[config.mk]
export PLATFORM = sky130hd
export DESIGN_NAME = pscl_timer
export DESIGN_NICKNAME = d
export VERILOG_FILES = /design/src/rtl/pscl_timer_pkg.sv /design/src/rtl/pscl_div.sv /design/src/rtl/pscl_chan.sv /design/src/rtl/pscl_timer.sv
export SDC_FILE = /design/constraint.sdc
export NUM_CORES = 1
export LEC_CHECK = 0
export ABC_AREA = 1
export BUFFER_PORTS_ARGS = -buffer_cell sky130_fd_sc_hd__buf_2
export CAP_MARGIN = 20
export CORE_ASPECT_RATIO = 1.2
export CORE_UTILIZATION = 30
export CTS_CLUSTER_DIAMETER = 80
export DETAILED_ROUTE_END_ITERATION = 8
export GPL_TIMING_DRIVEN = 0
export PLACE_DENSITY = 0.43
export SLEW_MARGIN = 20
export SYNTH_ARGS = -nofsm -noshare
export SYNTH_HDL_FRONTEND = slang
export SYNTH_HIERARCHICAL = 1
export SYNTH_SLANG_ARGS = --single-unit
[constraint.sdc]
create_clock -name clk -period 5.2 [get_ports clk]
set_clock_uncertainty 0.1 [all_clocks]
set_input_delay 0.26 -clock clk [delete_from_list [all_inputs] [get_ports clk]]
set_output_delay 0.26 -clock clk [all_outputs]
set_load 0.02 [all_outputs]
[src/rtl/pscl_timer_pkg.sv]
package pscl_timer_pkg;
  localparam int DATA_W   = 16;
  localparam int CODE_W   = 4;
  localparam int DIV_W    = 8;
  localparam int MAX_CODE = 8;
  localparam int BIT_IE   = 8;
  localparam int BIT_RUN  = 5;
  localparam int BIT_ONE  = 4;

  typedef struct packed {
    logic              irq_en;
    logic              run;
    logic              single;
    logic [CODE_W-1:0] code;
  } ctl_t;

  function automatic ctl_t ctl_decode(input logic [DATA_W-1:0] w);
    ctl_t c;
    c.irq_en = w[BIT_IE];
    c.run    = w[BIT_RUN];
    c.single = w[BIT_ONE];
    c.code   = w[CODE_W-1:0];
    return c;
  endfunction

  function automatic logic [DATA_W-1:0] ctl_encode(input ctl_t c);
    logic [DATA_W-1:0] w;
    w = '0;
    w[BIT_IE]       = c.irq_en;
    w[BIT_RUN]      = c.run;
    w[BIT_ONE]      = c.single;
    w[CODE_W-1:0]   = c.code;
    return w;
  endfunction

  function automatic logic [CODE_W-1:0] code_clamp(input logic [CODE_W-1:0] code);
    return (code > CODE_W'(MAX_CODE)) ? CODE_W'(MAX_CODE) : code;
  endfunction

  function automatic logic [DIV_W-1:0] div_mask(input logic [CODE_W-1:0] code);
    logic [DIV_W:0] full;
    full = ((DIV_W+1)'(1) << code_clamp(code)) - (DIV_W+1)'(1);
    return full[DIV_W-1:0];
  endfunction
endpackage

[src/rtl/pscl_div.sv]
module pscl_div
  import pscl_timer_pkg::*;
(
  input  logic              clk,
  input  logic              rst_n,
  input  logic              run,
  input  logic              restart,
  input  logic [CODE_W-1:0] code,
  output logic              tick
);
  logic [DIV_W-1:0] div_q;
  logic [DIV_W-1:0] mask;

  assign mask = div_mask(code);
  assign tick = run && ((div_q & mask) == mask);

  always_ff @(posedge clk) begin
    if (!rst_n)       div_q <= '0;
    else if (restart) div_q <= '0;
    else if (run)     div_q <= div_q + DIV_W'(1);
  end

  assert_div1_R3: assert property (@(posedge clk) disable iff (!rst_n)
    (run && code == '0) |-> tick);
  assert_tick_gated_R13: assert property (@(posedge clk) disable iff (!rst_n)
    tick |-> run);
endmodule

[src/rtl/pscl_chan.sv]
module pscl_chan
  import pscl_timer_pkg::*;
(
  input  logic              clk,
  input  logic              rst_n,
  input  logic              wr_ctl,
  input  logic              wr_stat,
  input  logic              wr_lim,
  input  logic [DATA_W-1:0] wdata,
  output logic [DATA_W-1:0] ctl_rd,
  output logic [DATA_W-1:0] stat_rd,
  output logic [DATA_W-1:0] lim_rd,
  output logic [DATA_W-1:0] cnt_rd,
  output logic              irq_o
);
  ctl_t              ctl_q;
  ctl_t              ctl_new;
  logic [DATA_W-1:0] lim_q;
  logic [DATA_W-1:0] cnt_q;
  logic              pend_q;
  logic              tick;
  logic              at_lim;
  logic              expire;
  logic              run_rise;
  logic              clr_req;

  assign ctl_new  = ctl_decode(wdata);
  assign run_rise = wr_ctl && ctl_new.run && !ctl_q.run;
  assign at_lim   = (cnt_q == lim_q);
  assign expire   = tick && at_lim;
  assign clr_req  = wr_stat && wdata[0];

  pscl_div u_div (
    .clk     (clk),
    .rst_n   (rst_n),
    .run     (ctl_q.run),
    .restart (run_rise),
    .code    (ctl_q.code),
    .tick    (tick)
  );

  always_ff @(posedge clk) begin
    if (!rst_n) begin
      ctl_q  <= '0;
      lim_q  <= '0;
      cnt_q  <= '0;
      pend_q <= 1'b0;
    end else begin
      if (wr_lim) lim_q <= wdata;
      if (wr_ctl)                     ctl_q     <= ctl_new;
      else if (expire && ctl_q.single) ctl_q.run <= 1'b0;
      if (run_rise)    cnt_q <= '0;
      else if (expire) cnt_q <= '0;
      else if (tick)   cnt_q <= cnt_q + DATA_W'(1);
      if (expire)       pend_q <= 1'b1;
      else if (clr_req) pend_q <= 1'b0;
    end
  end

  assign ctl_rd  = ctl_encode(ctl_q);
  assign stat_rd = {{(DATA_W-1){1'b0}}, pend_q};
  assign lim_rd  = lim_q;
  assign cnt_rd  = cnt_q;
  assign irq_o   = pend_q && ctl_q.irq_en;

  assert_wrap_R5: assert property (@(posedge clk) disable iff (!rst_n)
    (expire && !wr_ctl) |=> (cnt_q == '0 && pend_q));
  assert_stop_R7: assert property (@(posedge clk) disable iff (!rst_n)
    (expire && ctl_q.single && !wr_ctl) |=> !ctl_q.run);
  assert_restart_R8: assert property (@(posedge clk) disable iff (!rst_n)
    run_rise |=> (cnt_q == '0));
  assert_hold_R13: assert property (@(posedge clk) disable iff (!rst_n)
    (!ctl_q.run && !run_rise) |=> $stable(cnt_q));
  assert_w1c_R9: assert property (@(posedge clk) disable iff (!rst_n)
    (clr_req && !expire) |=> !pend_q);
endmodule

[src/rtl/pscl_timer.sv]
module pscl_timer
  import pscl_timer_pkg::*;
#(
  parameter int NUM_CH = 2,
  parameter int ADDR_W = 9
) (
  input  logic              clk,
  input  logic              rst_n,
  input  logic              bus_sel,
  input  logic              bus_wr,
  input  logic [ADDR_W-1:0] bus_addr,
  input  logic [15:0]       bus_wdata,
  output logic [15:0]       bus_rdata,
  output logic              irq
);
  localparam int SEL_W = ADDR_W - 7;

  logic [SEL_W-1:0]  ch_field;
  logic              in_win;
  logic [1:0]        reg_idx;
  logic              rd_en;
  logic [DATA_W-1:0] rd_mux;
  logic [NUM_CH-1:0] ch_irq;
  logic [DATA_W-1:0] ctl_rd  [NUM_CH];
  logic [DATA_W-1:0] stat_rd [NUM_CH];
  logic [DATA_W-1:0] lim_rd  [NUM_CH];
  logic [DATA_W-1:0] cnt_rd  [NUM_CH];

  assign ch_field = bus_addr[ADDR_W-1:7];
  assign in_win   = (bus_addr[6:4] == 3'd0) && (bus_addr[1:0] == 2'd0);
  assign reg_idx  = bus_addr[3:2];
  assign rd_en    = bus_sel && !bus_wr;

  for (genvar c = 0; c < NUM_CH; c++) begin : g_ch
    logic hit;
    assign hit = bus_sel && bus_wr && in_win && (ch_field == SEL_W'(c + 1));
    pscl_chan u_chan (
      .clk     (clk),
      .rst_n   (rst_n),
      .wr_ctl  (hit && reg_idx == 2'd0),
      .wr_stat (hit && reg_idx == 2'd1),
      .wr_lim  (hit && reg_idx == 2'd2),
      .wdata   (bus_wdata),
      .ctl_rd  (ctl_rd[c]),
      .stat_rd (stat_rd[c]),
      .lim_rd  (lim_rd[c]),
      .cnt_rd  (cnt_rd[c]),
      .irq_o   (ch_irq[c])
    );
  end

  always_comb begin
    rd_mux = '0;
    for (int c = 0; c < NUM_CH; c++) begin
      if (in_win && ch_field == SEL_W'(c + 1)) begin
        case (reg_idx)
          2'd0:    rd_mux = ctl_rd[c];
          2'd1:    rd_mux = stat_rd[c];
          2'd2:    rd_mux = lim_rd[c];
          default: rd_mux = cnt_rd[c];
        endcase
      end
    end
  end

  always_ff @(posedge clk) begin
    if (!rst_n)     bus_rdata <= '0;
    else if (rd_en) bus_rdata <= rd_mux;
  end

  assign irq = |ch_irq;

  assert_rd_hold_R11: assert property (@(posedge clk) disable iff (!rst_n)
    !rd_en |=> $stable(bus_rdata));
  assert_irq_src_R10: assert property (@(posedge clk) disable iff (!rst_n)
    (ch_irq == '0) |-> !irq);
endmodule

==> metrics.md <==
| Metric | Value |
|---|---|
| Power density over the cells | 219 mW/mm^2 |
| Total grt overflow | 0 |
| WP depth | 17 |
| Detail Route Antenna Nets | 0 |
| Netlist cell types | 35 |
| Worst Tran Pin Value | 0.590 ns |
| Synth top area cells | dfxtp_1 (31%), nand2_1 (12%), nor2_1 (9.0%) |
| Crit path max-delay family | simple AND/OR/NAND/NOR gates |
| Die Area | 0.0244 mm^2 |
| Mapped Avg Cell Area | 6.46 um^2 |
| Worst setup margin | 1.97 ns |
| PortBufs | 43 |
| DP Worst Slack | 1.96 ns |
| Seq/Total Area, Yosys | 31.5% |
| CTS Hold Bufs | 0 |
| Area after DPL | 0.00791 mm^2 |
| Cells after Synth | 1104 |
| Leak | 3.52 nW |
| Synth cell count leaders | nand2_1 (233), nor2_1 (170), nand3_1 (123) |
| Post-synth EDFFs | 0 |
| FF+latch count, synth | 112 |
| Arr. time, crit path | 3.38 ns |
| Fin Hold WS | 0.0996 ns |
| Sink Count | 112 |
| Kind of critical path | register to register |
| Starting Density | 30.6% |
| CP bufs+invs | 3 |
| Top-area cell type share of the netlist area | 31.5% |
| Largest fanout on the critical path | 10 |
| Die W | 143 um |
| # setup viols final | 0 |
| Startpoint Class | register |
| DR iter-0 viols | 305 |
| Slowest Stage Delay on Critical Path | 0.46 ns |
| Diode count | 0 |
| Cells on Worst Hold Path | 3 |
| Clk buf depth | 2 |
| R2R cell count | 17 |
| RePlAce Congestion | 0.805 |
| Clk slew on worst S/H paths | 0.08 ns |
| # fillers | 2603 |
| DP Cell Count | 1508 |
| CTS tree | done |
| Reg-to-reg critical path endpoint | g_ch[0].u_chan/cnt_rd[2] |
| Power, Total | 1.80 mW |
| CTS Root Cell | clkbuf_16 |
| Detail Placement HPWL | 17700 um |
| Max Clock Freq | 0.310 GHz |
| Hold crit path type | input pin to register |
| First-pass GRT wire length | 36400 um |
| Clk_lat worst skew | 0.36 ns |
| Via/cell ratio | 4.48 |
| Count leader, synth | nand2_1 |
| Fin. max-slew vios | 0 |
| Min-delay src | bus_wdata[14] |
| Placeable core area | 0.0233 mm^2 |
| Cell mode on critical path | nor2_1 |
| Share of layout cells above drive strength 1 | 15.6% |
| Post_cts resized | 0 |
| Routed wl met2 | 10900 um |
| Ys flop type | dfxtp_1 |
| Std cell rows | 61 |
| Metal3 WL | 699 um |
| CP endpoint kind | register |
| Final wirelength | 23100 um |
| Num ports | 46 |
| Fin crit share | 62.1% |
| Status | finished, final reports clean |
| Global Route Usage Sum | 20.0% |
| Drt first pass iters | 4 |
| RSZ-0062 raised after global routing | false |
| Max-Slew Margin vs Limit | 60.6% |
| Setup TNS | 0 ns |
| Top layer used by detailed routing | met4 |
| Postcts setup bufs | 0 |
| DRT met1 WL | 11200 um |
| Routed len/inst | 15.2 um |
| Hold EP | g_ch[0].u_chan/lim_rd[14] |
| Critical Path RT | 5.35 ns |
| Area of the multi-input gates | 0.00399 mm^2 |
| R2R Path Start | g_ch[0].u_chan/ctl_rd[2] |
| H-tree depth | 3 |
| DRC | 0 |
| Register cell area after layout | 0.00224 mm^2 |
| Post-Syn Area | 0.00713 mm^2 |
| Final Hold Viols | 0 |
| Yosys top cell by area | dfxtp_1 |
| Nets | 1239 |
| Die Span Y | 171 um |
| Antenna violations before repair | 0 |
| Flop2flop setup slack | 1.97 ns |
| Design Area, Final | 0.00822 mm^2 |
| Largest net degree at the start of global routing | 19 |
| CTS buffer count | 9 |
| Slowest cell on the critical path | nor2_1 |
| Final Instance Count excl. Fillers | 1524 |
| Async set-or-reset flop fraction in the synthesized netlist | 0% |
| Number of global-route vias before repair | 6576 |
| Peak supply drop | 0.163 mV |
| Final core utilization | 35.3% |
| Final Critical Period | 3.23 ns |
| Area Overhead vs Synth | 15.3% |
| CP Cell Sequence | inv_1, nand3_1, ha_1, nor2_1, nor2_1, nand3_1, nor2_1, nand3_1, nor2_1, inv_2, nor2_1, nand3b_1, nor2_2, nand3_2, nand3b_4, buf_6, nor2_1 |
| Synth Warn # | 6 |
| Vias | 6823 |
| Max Cap Violations | 0 |
==> power breakdown <==
part | switching (mW) | internal (mW)
combinational | 0.121 | 0.0727
sequential | 0.00402 | 0.864
clock | 0.350 | 0.391
==> layout by cell type, fill, tap and decap left out, drive strengths merged <==
cell    instances
a21oi          42
clkinv          3
buf           120
xnor2          14
conb           48
or2            18
xor2           16
nand3b          6
nand2         234
dfxtp         112
o21ai          72
ha              6
nor3b           8
a31oi           2
nand3         131
clkbuf         22
nor2          190
inv           122
bufinv          1
nand4          30
nor3           12
==> layout make-up <==
type	count	area share, %
buffer	89	7.49
clock buffer	10	2.91
clock inverter	6	0.807
inverter	120	5.48
multi-input combinational	829	48.6
sequential	112	27.3
tap	315	4.80
timing repair buffer	43	2.62
==> state kept, by name, indices dropped and copies added (netlist names) <==
name / count
g_ch.u_chan/cnt_rd: 32
g_ch.u_chan/lim_rd: 32
bus_rdata: 16
g_ch.u_chan/u_div/div_q: 16
g_ch.u_chan/ctl_rd: 14
g_ch.u_chan/pend_q: 2
==> layer usage <==
metal  track usage [%]  vias to the layer above
met5                 0                        -
met1              26.5                     3063
met3              1.79                       17
met2              34.5                      116
met4              5.33                        0
li1                  -                     3627
==> logic make-up after synthesis <==
kind of cell               share of synthesized area, %
and+or+nand+nor                                    40.6
buffers and inverters                              15.0
AOI/OAI and AO/OA                                  8.18
DFF                                                31.5
xor gates and xnor gates                           3.69
adders and majority gates                          1.05
other                                             0.105
==> worst max-delay path by stage <==
stage,start,endpoint
floorplan,g_ch[0].u_chan/ctl_rd[3],g_ch[0].u_chan/cnt_rd[4]
global placement,g_ch[0].u_chan/ctl_rd[2],g_ch[0].u_chan/cnt_rd[1]
detailed placement,g_ch[0].u_chan/ctl_rd[2],g_ch[0].u_chan/cnt_rd[2]
CTS,g_ch[0].u_chan/ctl_rd[2],g_ch[0].u_chan/cnt_rd[2]
global route,g_ch[0].u_chan/ctl_rd[2],g_ch[0].u_chan/cnt_rd[2]
finish,g_ch[0].u_chan/ctl_rd[2],g_ch[0].u_chan/cnt_rd[2]
==> worst min-delay path: cells and delay by family <==
family                 cells  cell delay (ns)
AND/OR/NAND/NOR            2             0.13
buffers and inverters      1             0.13
(Power assumes the default switching activity.)
